==> src/rtl/qlt_pkg.sv <==
package qlt_pkg;
  localparam int unsigned QUAD_BITS = 4;
  localparam int unsigned LUT_DEPTH = 1 << QUAD_BITS;

  typedef enum logic [1:0] {
    REG_STAGE   = 2'd0,
    REG_SELECT  = 2'd1,
    REG_COMBINE = 2'd2,
    REG_CTRL    = 2'd3
  } reg_sel_e;

  localparam logic [3:0] COMMIT_CODE   = 4'h3;
  localparam int unsigned CTRL_ARM_BIT  = 0;
  localparam int unsigned CTRL_EDGE_BIT = 1;
endpackage

==> src/rtl/qlt_cfg.sv <==
module qlt_cfg
  import qlt_pkg::*;
#(
  parameter int unsigned NUM_QUADS  = 4,
  parameter int unsigned NUM_UNITS  = 3,
  parameter int unsigned CFG_W      = 16,
  parameter int unsigned COMB_DEPTH = 16,
  localparam int unsigned NUM_TBL   = NUM_UNITS * NUM_QUADS,
  localparam int unsigned LUT_BITS  = NUM_TBL * LUT_DEPTH
) (
  input  logic                  clk_i,
  input  logic                  rst_ni,
  input  logic                  we_i,
  input  logic [1:0]            addr_i,
  input  logic [CFG_W-1:0]      wdata_i,
  output logic [LUT_BITS-1:0]   lut_o,
  output logic [COMB_DEPTH-1:0] comb_o,
  output logic                  edge_en_o,
  output logic                  tbl_wr_o,
  output logic                  arm_wr_o,
  output logic                  arm_val_o
);
  reg_sel_e sel;
  logic [NUM_TBL-1:0]    stage_q, stage_d;
  logic [LUT_BITS-1:0]   lut_q, lut_d;
  logic [COMB_DEPTH-1:0] comb_q, comb_d;
  logic                  edge_en_q, edge_en_d;
  logic                  commit;
  logic [QUAD_BITS-1:0]  lut_addr;

  assign sel      = reg_sel_e'(addr_i);
  assign lut_addr = wdata_i[QUAD_BITS-1:0];
  assign commit   = we_i && (sel == REG_SELECT) && (wdata_i[7:4] == COMMIT_CODE);

  always_comb begin
    stage_d   = stage_q;
    lut_d     = lut_q;
    comb_d    = comb_q;
    edge_en_d = edge_en_q;
    if (we_i && sel == REG_STAGE) stage_d = wdata_i[NUM_TBL-1:0];
    if (we_i && sel == REG_COMBINE) comb_d = wdata_i[COMB_DEPTH-1:0];
    if (we_i && sel == REG_CTRL) edge_en_d = wdata_i[CTRL_EDGE_BIT];
    if (commit) begin
      for (int i = 0; i < int'(NUM_TBL); i++) begin
        lut_d[i*LUT_DEPTH + int'(lut_addr)] = stage_q[i];
      end
    end
  end

  always_ff @(posedge clk_i or negedge rst_ni) begin
    if (!rst_ni) begin
      stage_q   <= '0;
      lut_q     <= '0;
      comb_q    <= '0;
      edge_en_q <= 1'b0;
    end else begin
      stage_q   <= stage_d;
      lut_q     <= lut_d;
      comb_q    <= comb_d;
      edge_en_q <= edge_en_d;
    end
  end

  assign lut_o     = lut_q;
  assign comb_o    = comb_q;
  assign edge_en_o = edge_en_q;
  assign tbl_wr_o  = we_i && (sel != REG_CTRL);
  assign arm_wr_o  = we_i && (sel == REG_CTRL);
  assign arm_val_o = wdata_i[CTRL_ARM_BIT];

  // a select write without the commit code must not alter any table
  p_no_commit_r3: assert property (@(posedge clk_i) disable iff (!rst_ni)
    (we_i && sel == REG_SELECT && wdata_i[7:4] != COMMIT_CODE) |=> $stable(lut_q));

  // tables only change after a commit write
  p_lut_changes_on_commit_r3: assert property (@(posedge clk_i) disable iff (!rst_ni)
    !(we_i && sel == REG_SELECT) |=> $stable(lut_q));
endmodule

==> src/rtl/qlt_match.sv <==
module qlt_match
  import qlt_pkg::*;
#(
  parameter int unsigned NUM_QUADS = 4,
  localparam int unsigned CH       = NUM_QUADS * QUAD_BITS
) (
  input  logic [NUM_QUADS*LUT_DEPTH-1:0] tbl_i,
  input  logic [CH-1:0]                  data_i,
  output logic                           match_o
);
  logic [NUM_QUADS-1:0] hit;

  for (genvar q = 0; q < NUM_QUADS; q++) begin : g_quad
    logic [LUT_DEPTH-1:0] row;
    logic [QUAD_BITS-1:0] quad_addr;
    assign row       = tbl_i[q*LUT_DEPTH +: LUT_DEPTH];
    assign quad_addr = data_i[q*QUAD_BITS +: QUAD_BITS];
    assign hit[q]    = row[quad_addr];
  end

  assign match_o = &hit;
endmodule

==> src/rtl/qlt_fire.sv <==
module qlt_fire
  import qlt_pkg::*;
#(
  parameter int unsigned NUM_EDGE = 2,
  localparam int unsigned CIW        = 2 * NUM_EDGE,
  localparam int unsigned COMB_DEPTH = 1 << CIW
) (
  input  logic                  clk_i,
  input  logic                  rst_ni,
  input  logic                  smp_valid_i,
  input  logic                  state_m_i,
  input  logic [NUM_EDGE-1:0]   edge_m_i,
  input  logic [COMB_DEPTH-1:0] comb_i,
  input  logic                  edge_en_i,
  input  logic                  tbl_wr_i,
  input  logic                  arm_wr_i,
  input  logic                  arm_val_i,
  output logic                  trig_o,
  output logic                  armed_o
);
  logic [NUM_EDGE-1:0] prev_q, prev_d;
  logic                hist_q, hist_d;
  logic                armed_q, armed_d;
  logic                trig_q, trig_d;
  logic [CIW-1:0]      idx;
  logic                cond, fire;

  always_comb begin
    for (int k = 0; k < int'(NUM_EDGE); k++) begin
      idx[2*k]   = prev_q[k];
      idx[2*k+1] = edge_m_i[k];
    end
  end

  assign cond = state_m_i && (!edge_en_i || (hist_q && comb_i[idx]));
  assign fire = smp_valid_i && armed_q && !tbl_wr_i && cond;

  always_comb begin
    prev_d  = prev_q;
    hist_d  = hist_q;
    armed_d = armed_q;
    trig_d  = fire;
    if (smp_valid_i) begin
      prev_d = edge_m_i;
      hist_d = 1'b1;
    end
    if (tbl_wr_i) hist_d = 1'b0;
    if (tbl_wr_i)      armed_d = 1'b0;
    else if (arm_wr_i) armed_d = arm_val_i;
    else if (fire)     armed_d = 1'b0;
  end

  always_ff @(posedge clk_i or negedge rst_ni) begin
    if (!rst_ni) begin
      prev_q  <= '0;
      hist_q  <= 1'b0;
      armed_q <= 1'b0;
      trig_q  <= 1'b0;
    end else begin
      prev_q  <= prev_d;
      hist_q  <= hist_d;
      armed_q <= armed_d;
      trig_q  <= trig_d;
    end
  end

  assign trig_o  = trig_q;
  assign armed_o = armed_q;

  p_single_pulse_r7: assert property (@(posedge clk_i) disable iff (!rst_ni)
    trig_q |=> !trig_q);

  p_fire_when_armed_r7: assert property (@(posedge clk_i) disable iff (!rst_ni)
    trig_q |-> $past(armed_q));

  p_write_disarms_r8: assert property (@(posedge clk_i) disable iff (!rst_ni)
    tbl_wr_i |=> (!trig_q && !armed_q));

  p_idle_no_fire_r10: assert property (@(posedge clk_i) disable iff (!rst_ni)
    !smp_valid_i |=> !trig_q);

  p_no_history_no_edge_r6: assert property (@(posedge clk_i) disable iff (!rst_ni)
    (edge_en_i && !hist_q) |=> !trig_q);
endmodule

==> src/rtl/quad_lut_trigger.sv <==
module quad_lut_trigger
  import qlt_pkg::*;
#(
  parameter int unsigned NUM_QUADS = 4,
  parameter int unsigned NUM_EDGE  = 2,
  parameter int unsigned CFG_W     = 16,
  localparam int unsigned CH         = NUM_QUADS * QUAD_BITS,
  localparam int unsigned NUM_UNITS  = 1 + NUM_EDGE,
  localparam int unsigned COMB_DEPTH = 1 << (2 * NUM_EDGE),
  localparam int unsigned UNIT_BITS  = NUM_QUADS * LUT_DEPTH
) (
  input  logic             clk_i,
  input  logic             rst_ni,
  input  logic             cfg_we_i,
  input  logic [1:0]       cfg_addr_i,
  input  logic [CFG_W-1:0] cfg_wdata_i,
  input  logic             smp_valid_i,
  input  logic [CH-1:0]    smp_data_i,
  output logic             trig_o,
  output logic             armed_o
);
  logic [1:0] rst_sync_q;
  logic       rst_n_int;

  always_ff @(posedge clk_i or negedge rst_ni) begin
    if (!rst_ni) rst_sync_q <= 2'b00;
    else         rst_sync_q <= {rst_sync_q[0], 1'b1};
  end
  assign rst_n_int = rst_sync_q[1];

  logic [NUM_UNITS*UNIT_BITS-1:0] lut;
  logic [COMB_DEPTH-1:0]          comb;
  logic                           edge_en, tbl_wr, arm_wr, arm_val;
  logic [NUM_UNITS-1:0]           unit_match;

  qlt_cfg #(
    .NUM_QUADS (NUM_QUADS),
    .NUM_UNITS (NUM_UNITS),
    .CFG_W     (CFG_W),
    .COMB_DEPTH(COMB_DEPTH)
  ) u_cfg (
    .clk_i    (clk_i),
    .rst_ni   (rst_n_int),
    .we_i     (cfg_we_i),
    .addr_i   (cfg_addr_i),
    .wdata_i  (cfg_wdata_i),
    .lut_o    (lut),
    .comb_o   (comb),
    .edge_en_o(edge_en),
    .tbl_wr_o (tbl_wr),
    .arm_wr_o (arm_wr),
    .arm_val_o(arm_val)
  );

  for (genvar u = 0; u < NUM_UNITS; u++) begin : g_unit
    qlt_match #(.NUM_QUADS(NUM_QUADS)) u_match (
      .tbl_i  (lut[u*UNIT_BITS +: UNIT_BITS]),
      .data_i (smp_data_i),
      .match_o(unit_match[u])
    );
  end

  qlt_fire #(.NUM_EDGE(NUM_EDGE)) u_fire (
    .clk_i      (clk_i),
    .rst_ni     (rst_n_int),
    .smp_valid_i(smp_valid_i),
    .state_m_i  (unit_match[0]),
    .edge_m_i   (unit_match[NUM_UNITS-1:1]),
    .comb_i     (comb),
    .edge_en_i  (edge_en),
    .tbl_wr_i   (tbl_wr),
    .arm_wr_i   (arm_wr),
    .arm_val_i  (arm_val),
    .trig_o     (trig_o),
    .armed_o    (armed_o)
  );

  // outputs low while the internal reset is held
  always_comb begin
    if (!rst_n_int) begin
      a_reset_quiet_r1: assert (!trig_o && !armed_o);
    end
  end
endmodule

==> config.mk <==
export PLATFORM = sky130hd
export DESIGN_NAME = quad_lut_trigger
export DESIGN_NICKNAME = d
export VERILOG_FILES = /design/src/rtl/qlt_pkg.sv /design/src/rtl/qlt_cfg.sv /design/src/rtl/qlt_match.sv /design/src/rtl/qlt_fire.sv /design/src/rtl/quad_lut_trigger.sv
export SDC_FILE = /design/constraint.sdc
export NUM_CORES = 1
export LEC_CHECK = 0
export BUFFER_PORTS_ARGS = -buffer_cell sky130_fd_sc_hd__buf_2
export CORE_MARGIN = 2
export CORE_UTILIZATION = 40
export CTS_BUF_LIST = sky130_fd_sc_hd__clkbuf_4 sky130_fd_sc_hd__clkbuf_8 sky130_fd_sc_hd__clkbuf_16
export CTS_CLUSTER_SIZE = 40
export DETAILED_ROUTE_END_ITERATION = 6
export GPL_TIMING_DRIVEN = 1
export HOLD_SLACK_MARGIN = 0.06
export PLACE_DENSITY = 0.53
export SYNTH_ARGS = -nofsm -noshare
export SYNTH_HDL_FRONTEND = slang
export SYNTH_HIERARCHICAL = 1
export SYNTH_SLANG_ARGS = --single-unit
==> constraint.sdc <==
create_clock -name clk_i -period 8.6 [get_ports clk_i]
set_clock_uncertainty 0.2 [all_clocks]
set_input_delay 0.86 -clock clk_i [delete_from_list [all_inputs] [get_ports clk_i]]
set_output_delay 0.86 -clock clk_i [all_outputs]
set_load 0.01 [all_outputs]
Word-level counts from Yosys, hierarchy flattened
Cells that the tools add are included.
{ "classes": {"add_sub_neg": 11, "multipliers": 0, "div": 0, "n_lt_le_gt_ge": 29, "n_eq_ne": 5, "shift": 0, "muxes": 67, "bitwise": 0, "reduce_logical": 32} }
{ "ops": {"columns": ["cell", "count"], "rows": [
  ["bitwise mux 192 bit", 12],
  [">= comparator 32 x 1 -> 1 bit, second input constant", 11],
  ["less-than comparator 32 x 9 -> 1 bit, second input constant", 11],
  ["demux 1 bit (select 8 bit)", 11],
  ["binary-select mux 1 bit (select 4 bit)", 13],
  ["adder 8 x 4 -> 9 bit, first input constant", 4],
  ["adder 7 x 4 -> 8 bit, first input constant", 4],
  ["two-way mux 1 bit", 30],
  ["less-than comparator 4 x 5 -> 1 bit, second input constant", 5],
  ["logical AND 1 bit", 23],
  ["adder 6 x 4 -> 7 bit, first input constant", 2],
  ["AND reduction 4 bit", 3],
  ["less-than comparator 4 x 9 -> 1 bit, second input constant", 1],
  ["adder 5 x 4 -> 6 bit, first input constant", 1],
  ["demux 1 bit (select 4 bit)", 1],
  ["== test 2 bit, second input constant", 2],
  ["== test 4 x 2 -> 1 bit, second input constant", 1],
  [">= comparator 4 x 1 -> 1 bit, second input constant", 1],
  ["nonzero test 3 bit", 1],
  ["== test 2 x 1 -> 1 bit, second input constant", 1],
  ["zero test 1 bit", 2],
  ["zero test 2 bit", 1],
  ["inequality test 2 bit, second input constant", 1],
  ["nonzero test 2 bit", 1],
  ["logical OR 1 bit", 1]
]} }
{ "word_totals": {"regBits": 228, "latchBits": 0, "mem_bits_rw": 0, "rom_bits": 0, "input_bits": 38, "out_inout_bits": 2, "wordCells": 153, "n_memories": 0} }

Depth between registers and ports, before layout
Gate-level depths: netlist of run 1.
{ "logic_depth": {"ltp_word": 16, "depth_mapped": 10, "ltp_nobuf": 9} }

Modules after synthesis
Netlist of run 1, hierarchy kept.
{ "by_module_without_submodules": {"columns": ["mod", "instances", "cells_each", "area_per_inst_um2", "seq_area_each_um2"], "rows": [
  ["qlt_cfg", 1, 509, 9069.9, 5530.3],
  ["qlt_match", 3, 31, 551.8, 0.0],
  ["qlt_fire", 1, 32, 372.9, 125.1],
  ["quad_lut_trigger", 1, 3, 53.8, 50.0]
]} }

Worst setup path before layout of run 1
OpenSTA, ideal clock, no wires.
{ "synth_timing": {"kind": "input to register", "start": "in smp_data_i[4]", "end": "reg u_fire.armed_q, in the netlist u_fire/armed_o", "setup_time_ps": 129, "arrival_time_ps": 2666, "required_time_ps": 8271, "setup_slack_ps": 5605, "path_stages": 10, "path_buffers": 1, "cell_sequence": "mux4_1 mux2i_1 mux2i_1 nand2_1 nor2_1 buf_4 mux2i_1 mux4_1 nor3_1 o41ai_1"} }
{ "synth_via": {"elab_chain_len": 10, "word_cells_on_any_way": 16, "classes_between": "8 x mux; 8 x reduce/logical"} }
{ "synth_lines": {"columns": ["element", "line_no", "source"], "rows": [
  ["from (decl)", "quad_lut_trigger.sv:18", "input logic [CH-1:0] smp_data_i,"],
  ["binary-select mux 1 bit (select 4 bit)", "qlt_match.sv:18", "assign hit[q] = row[quad_addr];"],
  ["two-way mux 1 bit (implied by the code)", "qlt_match.sv:18", null],
  ["AND reduction 4 bit", "qlt_match.sv:21", "assign match_o = &hit;"],
  ["net unit_match[1]", "quad_lut_trigger.sv:34", "logic [NUM_UNITS-1:0] unit_match;"],
  ["binary-select mux 1 bit (select 4 bit)", "qlt_fire.sv:35", "assign cond = state_m_i && (!edge_en_i || (hist_q && comb_i[idx]));"],
  ["two-way mux 1 bit (implied by the code)", "qlt_fire.sv:35", null],
  ["logical AND 1 bit", "qlt_fire.sv:35", null],
  ["logical OR 1 bit", "qlt_fire.sv:35", null],
  ["logical AND 1 bit", "qlt_fire.sv:35", null],
  ["logical AND 1 bit", "qlt_fire.sv:36", "assign fire = smp_valid_i && armed_q && !tbl_wr_i && cond;"],
  ["nonzero test 3 bit (no line)", null, null],
  ["to (signal assigned)", "qlt_fire.sv:62", "armed_q <= armed_d;"],
  ["to (decl)", "qlt_fire.sv:23", "logic armed_q, armed_d;"]
]} }
The timed path passes the listed nets, and every way through them passes these cells. The select of a mux whose other input is x is not followed.
A chain may end at the register's enable or synchronous reset.

Final worst setup path of run 1
{ "layout_timing": {"start": "in smp_data_i[0]", "end": "reg u_fire.armed_q, in the netlist u_fire/armed_o"} }
The elaborated chain is that of the path after synthesis.

==> results of run 1 <==
-- worst register-to-register path: stages, from the launching register on --
cell and delay (ps):
sky130_fd_sc_hd__dfrtp_1 360, sky130_fd_sc_hd__mux4_1 230, sky130_fd_sc_hd__mux2i_1 70, sky130_fd_sc_hd__mux2i_1 280, sky130_fd_sc_hd__nand2_1 100, sky130_fd_sc_hd__nor2_1 610, sky130_fd_sc_hd__mux2i_1 190, sky130_fd_sc_hd__mux4_1 520
sky130_fd_sc_hd__nor3_1 230, sky130_fd_sc_hd__o41ai_1 110
-- kinds of logic (layout without fill, tap and decap cells) --
| kind of cell | count (synthesis) | count (layout) |
|---|---|---|
| compound gates | 4 | 4 |
| buf+inv | 37 | 93 |
| flops | 228 | 228 |
| mux | 316 | 316 |
| other cells | 1 | 2 |
| simple gates | 51 | 51 |
-- power groups by stage --
stage               Combinational [mW]  Clock (mW)  Sequential (mW)
finish                           0.137        1.12             1.19
global route                     0.150        1.19             1.20
CTS                              0.141        1.15             1.19
detailed placement               0.140           0             1.21
global placement                 0.136           0             1.20
floorplan                        0.108           0             1.17
-- area by class of cell --
cell class | instances | share of cell area (%)
Clock inverter | 4 | 0.360
Inverter | 2 | 0.0600
Sequential cell | 228 | 45.7
Timing Repair Buffer | 45 | 2.04
Antenna cell | 1 | 0.0200
Tap cell | 378 | 3.78
Clock buffer | 42 | 6.75
Multi-Input combinational cell | 372 | 41.3
-- synth_stat cells, types with 3 or more instances --
cell type,n,share of area [%]
sky130_fd_sc_hd__mux2i_1,44,3.9
sky130_fd_sc_hd__dfrtp_1,228,51
sky130_fd_sc_hd__nand2b_1,3,0.17
sky130_fd_sc_hd__clkbuf_1,12,0.40
sky130_fd_sc_hd__mux2_1,20,2.0
sky130_fd_sc_hd__mux2_2,118,12
sky130_fd_sc_hd__buf_6,16,1.6
sky130_fd_sc_hd__mux2_4,84,11
sky130_fd_sc_hd__nor2_1,5,0.17
sky130_fd_sc_hd__nand2_1,8,0.27
sky130_fd_sc_hd__nand4_4,10,1.9
sky130_fd_sc_hd__buf_2,4,0.18
sky130_fd_sc_hd__mux4_1,49,12
-- state kept, by name, summed over array words and instances, names as in the netlist --
| signal | count |
|---|---|
| rst_sync_q | 2 |
| u_cfg/comb_o | 16 |
| u_cfg/stage_q | 12 |
| u_fire/armed_o | 1 |
| u_cfg/edge_en_o | 1 |
| u_fire/trig_o | 1 |
| u_cfg/lut_o | 192 |
| u_fire/hist_q | 1 |
| u_fire/prev_q | 2 |
-- metal layers --
metal,vias up,part of all wire (%),wire [um]
met5,-,0,0
li1,2532,-,-
met3,37,2.7,663
met1,3076,46,11400
met4,0,2.1,516
met2,94,49,12200
-- layout by cell type (no fill, tap or decap), drive strengths merged --
cell type / n
a21boi: 1
and2: 1
and2b: 4
and3: 1
and3b: 1
and4: 2
and4bb: 1
buf: 44
bufinv: 1
clkbuf: 42
clkinv: 3
conb: 1
dfrtp: 228
diode: 1
dlygate4sd3: 1
inv: 2
mux2: 222
mux2i: 44
mux4: 50
nand2: 8
nand2b: 3
nand3b: 3
nand4: 10
nand4b: 1
nand4bb: 1
nor2: 7
nor3: 1
nor3b: 1
nor4: 2
nor4b: 2
o21ai: 1
o32ai: 1
o41ai: 1
or2: 2
-- how the worst max path moves through the flow --
stage / from / endpoint / slack (ps) / cells past startpoint
global placement: smp_data_i[4] / u_fire/armed_o$_DFFE_PN0P_ / 4770 / 9
global route: smp_data_i[4] / u_fire/armed_o$_DFFE_PN0P_ / 5070 / 10
CTS: smp_data_i[0] / u_fire/armed_o$_DFFE_PN0P_ / 5210 / 10
finish: smp_data_i[0] / u_fire/armed_o$_DFFE_PN0P_ / 5190 / 10
detailed placement: smp_data_i[0] / u_fire/armed_o$_DFFE_PN0P_ / 4650 / 10
floorplan: rst_sync_q[1]$_DFF_PN0_ / u_cfg/comb_o[0]$_DFFE_PN0P_ / 1580 / 0
==> run summary, run 1 <==
CTS placed an instance of sky130_fd_sc_hd__clkbuf_16 at the clock tree root. The via count normalized by instance count was 5.35; the simple-gate share of the synthesized area was 4.99%. Minimum clock period: 3410 ps. Clock-pin slew was measured on the worst setup and hold paths at 60 ps. Of the cells placed in the final design, the portion with a size suffix greater than 1 is 45.9%. Timing analysis after detailed placement gives a worst setup slack of 4650 ps.

The endpoint of the lowest-slack register-to-register path is u_fire/armed_o$_DFFE_PN0P_. The worst register-to-register path begins at u_cfg/lut_o[82]$_DFFE_PN0P_. The fraction of power consumed by combinational cells is 5.6%, and the total area of sequential cells is 5710 um2. Setup repair after global routing left no endpoint under its margin. The HPWL after detailed placement is 15.6 mm. For this run, design rule violations remaining after detail routing come to 0. The core region is 27600 um2. The floorplan has 61 rows.

In this run, CTS created clock tree buffers numbering 26. Final sum of negative setup slack: 0 ps. The run gives 114 ps as the minimum hold slack.

The synthesis warning total was 6. Summing all multi-input logic gate instances after layout gives 5170 um2. The mean instance size in the synthesized netlist was 17.5 um2; the area of the mapped netlist was 11200 um2. The run finished with clean final reports.

Summing the sequential cell areas from Yosys gives 51.2% of the chip area. The leading register cell type out of synthesis is sky130_fd_sc_hd__dfrtp_1. Remaining max-slew budget at the tightest pin: 25.4%.

The most numerous cell type found on the critical path is sky130_fd_sc_hd__mux2i_1. The run gives 5600 ps as the reg2reg setup slack. Measured in cells, the most critical reg-to-reg path has a length of 9. After routing the design area is 12500 um2.

The die extent in y came out at 171 um. Across all layers, the routed design uses 5739 vias. The combined buffer and inverter count along the critical path was 1; the final hold violation count was 0. Counting flops and latches in the post-synthesis netlist gives 228.

The clock network is responsible for 45.7% of the overall power. Design internal power: 1.88 mW. Summed over all nets, the switching power comes to 0.563 mW. In the final routed layout, each cell accounts on average for 23.1 um.

The global-route track usage on met1 is 24.9%, and the cell area after placement is 11600 um2. Data arrival at the endpoint of the critical path: 3620 ps. The largest individual stage delay along the critical path comes from the cell sky130_fd_sc_hd__nor2_1. The maximum number of buffers from clock root to sink came out at 3. The worst path uses 39.7% of the clock period. Number of DRC markers after the initial detailed-route iteration: 340. In this design, the largest share of critical-path delay is due to multiplexers. The logs give 6 for the number of detailed-routing iterations run before antenna repair and 40 for the number of placed I/O pins. The number of hold buffers added after CTS was 1; the largest net degree at the start of global routing was 188. The starting utilization of the core area was 40.4%. Port buffering added 39 buffers. In this run the remaining antenna-violating nets after routing total 0.

The post-synthesis net count is 675, and the synthesis-to-finish area growth is 12.1%. Net switching is 23.0% of the power. The via count of the first global-routing pass came out at 6113.

The die covers 29200 um2. The adder-cell area share of the yosys netlist is 0%. After layout, the design draws a total of 2.44 mW.

The worst hold path belongs to the class flop to asynchronous set/reset pin. Buffers added to address setup during post-CTS repair amount to 0. After synthesis, the largest family of logic cells by area is multiplexers. Max-cap violations in this run came to 0. Counting flops with an async set or reset pin after synthesis yields a share of 100%. TritonCTS built the clock tree. The logs give 48.7% for the sequential share of power and 0.729 for the weighted congestion at the end of routability-driven global placement. The synthesized netlist devotes 0% of its cell area to XOR and XNOR gates. The clock latency on the worst-skew pair is 530 ps, and the mux share of post-synthesis cell area is 40.9%. At the pin with the least slew margin, the transition time is 1120 ps. By startpoint and endpoint, the worst setup path is classified as input pin to flop.

Global routing consumed, over all layers together, 17.6% of the routing resources. STA puts the critical path data required time at 8810 ps. Yosys mapped a number of flops with a built-in enable equal to 0.

In this run, post-CTS repair resized a total of 0 instances. The synthesized-area fraction occupied by ao, oa, aoi and oai cells was 0.337%; the highest ir drop seen on vdd was 0.123 mV. The core utilization of the finished layout is 45.3%, and the overflow left after global routing is 0. The net count of the finished layout is 713, and the worst-path maximum fanout is 12. STA classifies the critical path endpoint as a flop.

The tools report the startpoint type of the worst setup path as an input pin. The routed design has 24.8 mm of wire. For the synthesized netlist cell count, the log shows 637. The logs give 228 for the clock sink count and 1024 for the number of cells in the design after placement.

The filler cells instantiated in the layout total 2472. Global routing consumed, on the met2 layer, 29.2% of the routing resources. The total leakage power was 6.44 nW.

Setup slack closes at 5190 ps. The finished layout holds 1072 standard cells, fillers aside. Static timing analysis puts the maximum clock frequency at 0.293 GHz. met2 is the most crowded layer.

The total count of max-transition violations in the final report is 0, and the die width is 171 um. The tools report the wire length of the first global-routing pass as 38.4 mm. The largest single stage delay on the critical path is 610 ps. The met3 demand-to-capacity share in global routing is 2.08%. The setup violation total in the final timing report is 0. The initial antenna violation count was 0; the distinct cell type count after synthesis was 40. Power spread over the standard cell area amounts to 195 nW/um2. The signal on the critical path passes through buf_2 -> mux4_1 -> mux2i_1 -> mux2i_1 -> nand2_1 -> nor2_1 -> mux2i_1 -> mux4_1 -> nor3_1 -> o41ai_1. The tools report the H-tree depth as 1.
(Power assumes the default switching activity.)
==> inputs of run 2 (changes only) <==
--- a/config.mk
+++ b/config.mk
@@ -13,7 +13,7 @@
 export DETAILED_ROUTE_END_ITERATION = 6
 export GPL_TIMING_DRIVEN = 1
 export HOLD_SLACK_MARGIN = 0.06
-export PLACE_DENSITY = 0.53
+export PLACE_DENSITY = 0.55
 export SYNTH_ARGS = -nofsm -noshare
 export SYNTH_HDL_FRONTEND = slang
 export SYNTH_HIERARCHICAL = 1
==> constraint.sdc (replaced) <==
create_clock -name clk_i -period 2.9 [get_ports clk_i]
set_clock_uncertainty 0.2 [all_clocks]
set_input_delay 0.29 -clock clk_i [delete_from_list [all_inputs] [get_ports clk_i]]
set_output_delay 0.29 -clock clk_i [all_outputs]
set_load 0.01 [all_outputs]
==> run 2 against run 1 <==
Effect of this change: cell count up 4.4%; combinational power rose to 3.4 times the previous value; critical path depth down 2; core utilization up 1.6 points; total power rose to 3.0 times the previous value; sequential share of layout area down 1.6 points; register-to-register slack worse by 5500 ps; non-clock buffer count up 50; highest routed layer unchanged.
==> run summary, run 2 (synthesis gave the netlist of run 1 again) <==
The flow ran to the end, and the final reports show no timing, DRC or antenna violations. Worst-path maximum fanout: 6. The number of cells in the design after placement is 1052, and the maximum achievable frequency is 0.358 GHz. Number of detailed-routing iterations run before antenna repair: 4. The die outline area is 29200 um2. The tools report the element type at the critical path end as a flop.

Fill cells in the final layout number 2388. The die width was 171 um; the highest ir drop seen on vdd was 0.417 mV. For the worst setup path, the data arrival time is 3000 ps. After detailed routing, the average wire length per cell comes to 23.5 um. The weighted congestion at the end of routability-driven global placement came out at 0.775.

The root buffer cell is sky130_fd_sc_hd__clkbuf_16. The leading cell type in the layout, fill and taps excluded was sky130_fd_sc_hd__dfrtp_1. The tools report the required arrival time at the worst endpoint as 3100 ps. The via count of the first global-routing pass was 6477. Starting utilization of the core area: 40.4%.

The initial antenna violation count was 0; the total length of routed wires was 26.3 mm. Setup repair after global routing left no endpoint under its margin. The net count of the finished layout was 763. Leaving out fill and tap cells, the most frequent cells in the layout are sky130_fd_sc_hd__dfrtp_1, sky130_fd_sc_hd__mux2_2, sky130_fd_sc_hd__mux2_4.

Count of nets left with antenna violations after detail routing: 0. After clock tree synthesis, the clock-pin slew on the worst setup and hold paths is 60 ps. The synthesis-to-finish area growth is 16.1%, and the maximum single-stage delay on the critical path is 550 ps. The number of antenna diodes in the final layout is 0. Walking the worst path, the cells encountered are mux4_1 -> mux2i_1 -> mux2i_1 -> nand2_1 -> nor2_4 -> mux4_2 -> o32ai_2 -> o41ai_1. After detailed routing, the number of remaining DRC violations is 0. The run gives 26 as the number of clock buffers inserted by TritonCTS.

The number of placed I/O pins came out at 40. The endpoint identified for the worst register-to-register timing path is u_fire/armed_o$_DFFE_PN0P_. The tightest min-delay check is of the flop to asynchronous set/reset pin type. Clock latency on the worst-skew pair, taken at its later pin, is 520 ps. The register with the most flip-flops in the layout has 192 of them.

Of the cells placed in the final design, the portion with a size suffix greater than 1 is 46.7%. The remaining max-slew budget at the tightest pin was 48.8%. After global routing the overflow that remains totals 0. The logic depth of the worst register-to-register path works out to 8. The tools report the number of non-filler instances in the completed layout as 1119. The reg-to-reg critical path startpoint was u_cfg/lut_o[127]$_DFFE_PN0P_. The H-tree depth is 1.

For the final hold violation count, the log shows 0. In this run the register-to-register setup slack is 100 ps. The worst setup path is launched from a flop. The minimum hold slack is 94.0 ps, and the number of port buffers is 39.

The via count normalized by instance count was 5.29; the maximum number of buffers from clock root to sink was 3. The cell with the most instances on the worst path is sky130_fd_sc_hd__mux2i_1. The number of buffers and inverters on the critical path is 0. The slowest cell on the critical path is sky130_fd_sc_hd__mux4_2. The largest net degree at the start of global routing came out at 69. The clock sink count came out at 228. The total leakage power came out at 6.66 nW. TritonCTS built the clock tree. The number of setup buffers added after CTS is 0. The kind of cell adding the most delay to the critical path was multiplexers.

Measured on the finished design, the core utilization comes to 46.9%. Aggregate global-route resource usage: 18.8%. The tools report the total count of max-transition violations in the final report as 0. After layout, the worst path uses 96.4% of the clock period.

The area of the core is 27600 um2, and the total via count in the routed design is 5916. The category of the critical setup timing path was flop to flop. The die extent in y is 171 um, and the number of DRC markers after the initial detailed-route iteration is 275. Across the run, the number of max-cap violations was 0.

Setup violations remaining at the end of the flow were counted as 0. Dividing total power by cell area gives a power density of 558 nW/um2. At the pin with the least slew margin, the transition time is 765 ps. The post-DP HPWL is 16.5 mm.

The clock period could shrink to 2800 ps. The tools report the row count as 61. Registers take 5710 um2. The first global-routing pass estimated 40.9 mm of wire.

Summing all multi-input logic gate instances after layout gives 5180 um2.
## run 2: timing repair
action                     4_1_cts  5_1_grt
hold endpoints to repair        35        0
setup endpoints to repair        2        2
hold buffers                    23        0
gates resized for setup          1        2
## run 2: cell type report
cell class	count	share of cell area, %
multi-input cells	372	40.0
well taps	378	3.65
repair buffers	95	5.58
clock buffers	33	5.76
flip-flops and latches	228	44.1
clock inverters	11	0.850
inverters	2	0.0580
## run 2: worst reg2reg max path, cell delays in order, from the launching register on
cell and delay [ps]:
sky130_fd_sc_hd__dfrtp_1 370, sky130_fd_sc_hd__mux4_1 220, sky130_fd_sc_hd__mux2i_1 60, sky130_fd_sc_hd__mux2i_1 360, sky130_fd_sc_hd__nand2_1 240, sky130_fd_sc_hd__nor2_4 250
sky130_fd_sc_hd__mux4_2 550, sky130_fd_sc_hd__o32ai_2 290, sky130_fd_sc_hd__o41ai_1 120
## run 2: worst max path at each step
stage / start / to / slack, ps / cells after the start
finish: u_cfg/lut_o[127]$_DFFE_PN0P_ / u_fire/armed_o$_DFFE_PN0P_ / 100 / 8
detailed placement: smp_data_i[12] / u_fire/armed_o$_DFFE_PN0P_ / -330 / 10
global route: u_cfg/lut_o[73]$_DFFE_PN0P_ / u_fire/armed_o$_DFFE_PN0P_ / 10 / 10
floorplan: rst_sync_q[1]$_DFF_PN0_ / u_cfg/comb_o[0]$_DFFE_PN0P_ / 390 / 0
global placement: smp_data_i[12] / u_fire/armed_o$_DFFE_PN0P_ / -280 / 9
CTS: u_cfg/lut_o[127]$_DFFE_PN0P_ / u_fire/armed_o$_DFFE_PN0P_ / 30 / 9
## run 2: power by group
part | switching (mW) | internal [mW]
combinational | 0.215 | 0.255
sequential | 0.215 | 3.30
clock | 1.27 | 1.98
## run 2: layer usage
layer  up-vias  routed length [um]  track usage [%]  part of all wire (%)
li1       2623                   -                -                     -
met1      3171               12200             26.2                    46
met2        77               12700             31.2                    48
met3        45                 773             2.20                   2.9
met4         0                 574             4.86                   2.2
met5         -                   0                0                     0
## run 2: per-stage QoR
step                      power (mW)  setup WS (ps)  TNS (ps)  cell area [um2]
after CTS                       7.33           33.0         0            12900
final                           7.23            105         0            12900
after global routing            7.52           13.3         0            12900
after detailed placement        4.02           -328      -628            11900
after global placement          4.00           -279      -519            11900
after floorplan                 3.79            394         0            11200
==> inputs of run 3 (changes only) <==
--- a/config.mk
+++ b/config.mk
@@ -13,7 +13,7 @@
 export DETAILED_ROUTE_END_ITERATION = 6
 export GPL_TIMING_DRIVEN = 1
 export HOLD_SLACK_MARGIN = 0.06
-export PLACE_DENSITY = 0.55
+export PLACE_DENSITY = 0.68
 export SYNTH_ARGS = -nofsm -noshare
 export SYNTH_HDL_FRONTEND = slang
 export SYNTH_HIERARCHICAL = 1
==> run 3 against run 2 <==
Effect of this change: die area unchanged; core utilization decreased by 0.073 points; hold slack improved by 60 ps; design area decreased by 0.15%; combinational power about the same; via count increased by 1.8%; global-route usage decreased by 0.65 points; largest cell class unchanged.
==> run summary, run 3 (synthesis gave the netlist of run 1 again) <==
At the worst endpoint, the required time is 3100 ps. 0 antenna diodes ended up in the layout. Hold timing on the final database bottoms out at a slack of 154 ps. The detailed router finished its first iteration with 268 violations. Traced cell by cell, the critical path runs through mux4_1 -> mux2i_1 -> mux2i_1 -> nand2_1 -> nor2_1 -> buf_4 -> mux2i_1 -> mux4_1 -> nor3_2 -> o41ai_1. The power per cell area came out at 568 nW/um2. Summing all non-filler instances in the final layout gives an area of 12900 um2.

After detailed placement, the design holds a cell count of 1048. The run finished with clean final reports. Across the run, the number of max-cap violations was 0. After layout, the worst setup slack is 132 ps. The tools report the data arrival at the endpoint of the critical path as 2970 ps. The class of the tightest hold or removal check was flop to flop. Derived from the worst setup path, the maximum achievable clock frequency is 0.361 GHz. Summing all placed instances gives a cell area of 11800 um2. For this run, the slowest stage of the critical path takes 530 ps.

After detailed routing, the average wire length per cell comes to 22.9 um. For the remaining max-slew budget at the tightest pin, the log shows 45.1%. The reg-to-reg critical path startpoint is u_cfg/lut_o[118]$_DFFE_PN0P_. Of all nets on the critical path, the largest fanout is 6. 40 I/O pins were placed. The H-tree depth came out at 1. The core utilization of the finished layout came out at 46.8%.

Leaving out fill and tap cells, the most frequent cells in the layout are sky130_fd_sc_hd__dfrtp_1, sky130_fd_sc_hd__mux2_2, sky130_fd_sc_hd__mux2_4. The final route contains 6024 vias. Area of the core: 27600 um2. The clock sink count came out at 228. Number of detailed-routing iterations run before antenna repair: 4.

Setup repair after global routing left no endpoint under its margin. The tools report the count of nets left with antenna violations after detail routing as 0. The die outline area was 29200 um2.

The first global-routing pass estimated 40.3 mm of wire. The root buffer cell chosen for the clock tree is sky130_fd_sc_hd__clkbuf_16. From synthesis to final layout, the design area changed by 15.9%. Input and output buffers added on the ports amount to 39. Dividing the detail-routed via count by the number of cells gives 5.40. The total count of max-transition violations in the final report was 0; the wire length on met2 was 12.6 mm. The via count of the first global-routing pass is 6595, and the starting utilization of the core area is 40.4%. Routed signal wires occupy layers up through met4.

The logs give 11.5 mm for the routed length on met1 and 6.66 nW for the total leakage power. The smallest clock period supported by the final layout is computed as 2770 ps. For the aggregate global-route resource usage, the log shows 18.1%. After global routing the overflow that remains totals 0. Wires add up to 25.5 mm. The clock latency on the worst-skew pair was 520 ps. The worst hold path begins at rst_sync_q[0]$_DFF_PN0_. After clock tree synthesis, the clock-pin slew on the worst setup and hold paths is 60 ps. The die is 171 um tall. Leading cell type in the layout, fill and taps excluded: sky130_fd_sc_hd__dfrtp_1. Summed over all failing endpoints, the final setup total negative slack is 0 ps. Excluding fillers, the count of instances in the completed layout stands at 1116. After detailed routing, the met3 layer carries 686 um of wire.

At the pin with the least slew margin, the transition time is 821 ps. The design draws 7.34 mW. The maximum number of buffers from clock root to sink came out at 3. For this design, the slowest cell found on the critical path is sky130_fd_sc_hd__mux4_1. TritonCTS built the clock tree. Setup violations remaining at the end of the flow were counted as 0.

The critical path starts at u_cfg/lut_o[118]$_DFFE_PN0P_. The category of the critical setup timing path is flop to flop. The pre-CTS worst setup slack was -111 ps; the weighted congestion at the end of routability-driven global placement was 0.821.

The initial antenna violation count came out at 0. The register with the most flip-flops in the layout has 192 of them. The row count was 61. The HPWL after detailed placement is 15.9 mm. After filler insertion, the fill cell instance count of the layout stands at 2347. After detailed routing, the number of remaining DRC violations is 0. The worst setup path is launched from a flop. The die width is 171 um, and the highest ir drop seen on vdd is 0.442 mV. Clock tree synthesis inserted a total of 25 buffers. For the largest net degree at the start of global routing, the log shows 66. STA classifies the critical path endpoint as a flop. The cell that appears most often on the critical path is sky130_fd_sc_hd__mux2i_1. After layout, the worst path uses 95.5% of the clock period. The final hold violation count is 0. The share of post-route cells with drive strength above 1 was 46.2%. The final layout contains 759 nets. The number of setup buffers added after CTS came out at 0.
==> run 3: changes by cell type in the layout (fill, tap and decap cells not counted), moves of 2 or more <==
cell,change
sky130_fd_sc_hd__clkbuf_16,-2
sky130_fd_sc_hd__clkinvlp_4,-2
sky130_fd_sc_hd__bufinv_16,+2
sky130_fd_sc_hd__buf_4,-3
==> run 3: worst paths after layout <==
path                            depth (start not counted)  slack (ps)                           end
worst max-delay path                                   10         130    u_fire/armed_o$_DFFE_PN0P_
worst min register to register                          0         150       rst_sync_q[1]$_DFF_PN0_
max in group asynchronous                               1        1430  u_cfg/lut_o[132]$_DFFE_PN0P_
worst min-delay path                                    0         150       rst_sync_q[1]$_DFF_PN0_
worst max register to register                         10         130    u_fire/armed_o$_DFFE_PN0P_
min in group asynchronous                               1         210  u_cfg/lut_o[134]$_DFFE_PN0P_
==> run 3: what timing repair did <==
action / in CTS / in global routing
resized for setup: 0 / 1
setup endpoints to repair: 0 / 1
hold endpoints to repair: 45 / 0
hold buffers: 24 / 0
==> run 3: metal layers <==
layer  global-route usage [%]  up-vias
met5                        0        -
met4                     5.53        0
met3                     2.15       52
met2                     30.8       92
met1                     24.3     3253
li1                         -     2627
==> run 3: power by group <==
part / switching, mW / total (mW) / internal [mW]
Sequential: 0.210 / 3.51 / 3.30
Combinational: 0.218 / 0.469 / 0.251
Clock: 1.28 / 3.36 / 2.09
Total: 1.71 / 7.34 / 5.64
==> run 3: final cells by class <==
| type | count | area (um2) | share of cell area [%] |
|---|---|---|---|
| clock buffer | 33 | 717 | 5.54 |
| clock inverter | 11 | 159 | 1.23 |
| inverter | 2 | 7.51 | 0.0581 |
| multi-input combinational | 372 | 5170 | 40.0 |
| sequential | 228 | 5710 | 44.2 |
| tap | 378 | 473 | 3.66 |
| timing repair buffer | 92 | 691 | 5.34 |
==> run 3: worst max-delay path, delay by kind of cell, from the launching register on <==
| kind | cells | cell delay [ps] |
|---|---|---|
| muxes | 5 | 1420 |
| DFF | 1 | 390 |
| and+or+nand+nor | 3 | 380 |
| buffers and inverters | 1 | 170 |
| AOI/OAI and AO/OA | 1 | 100 |
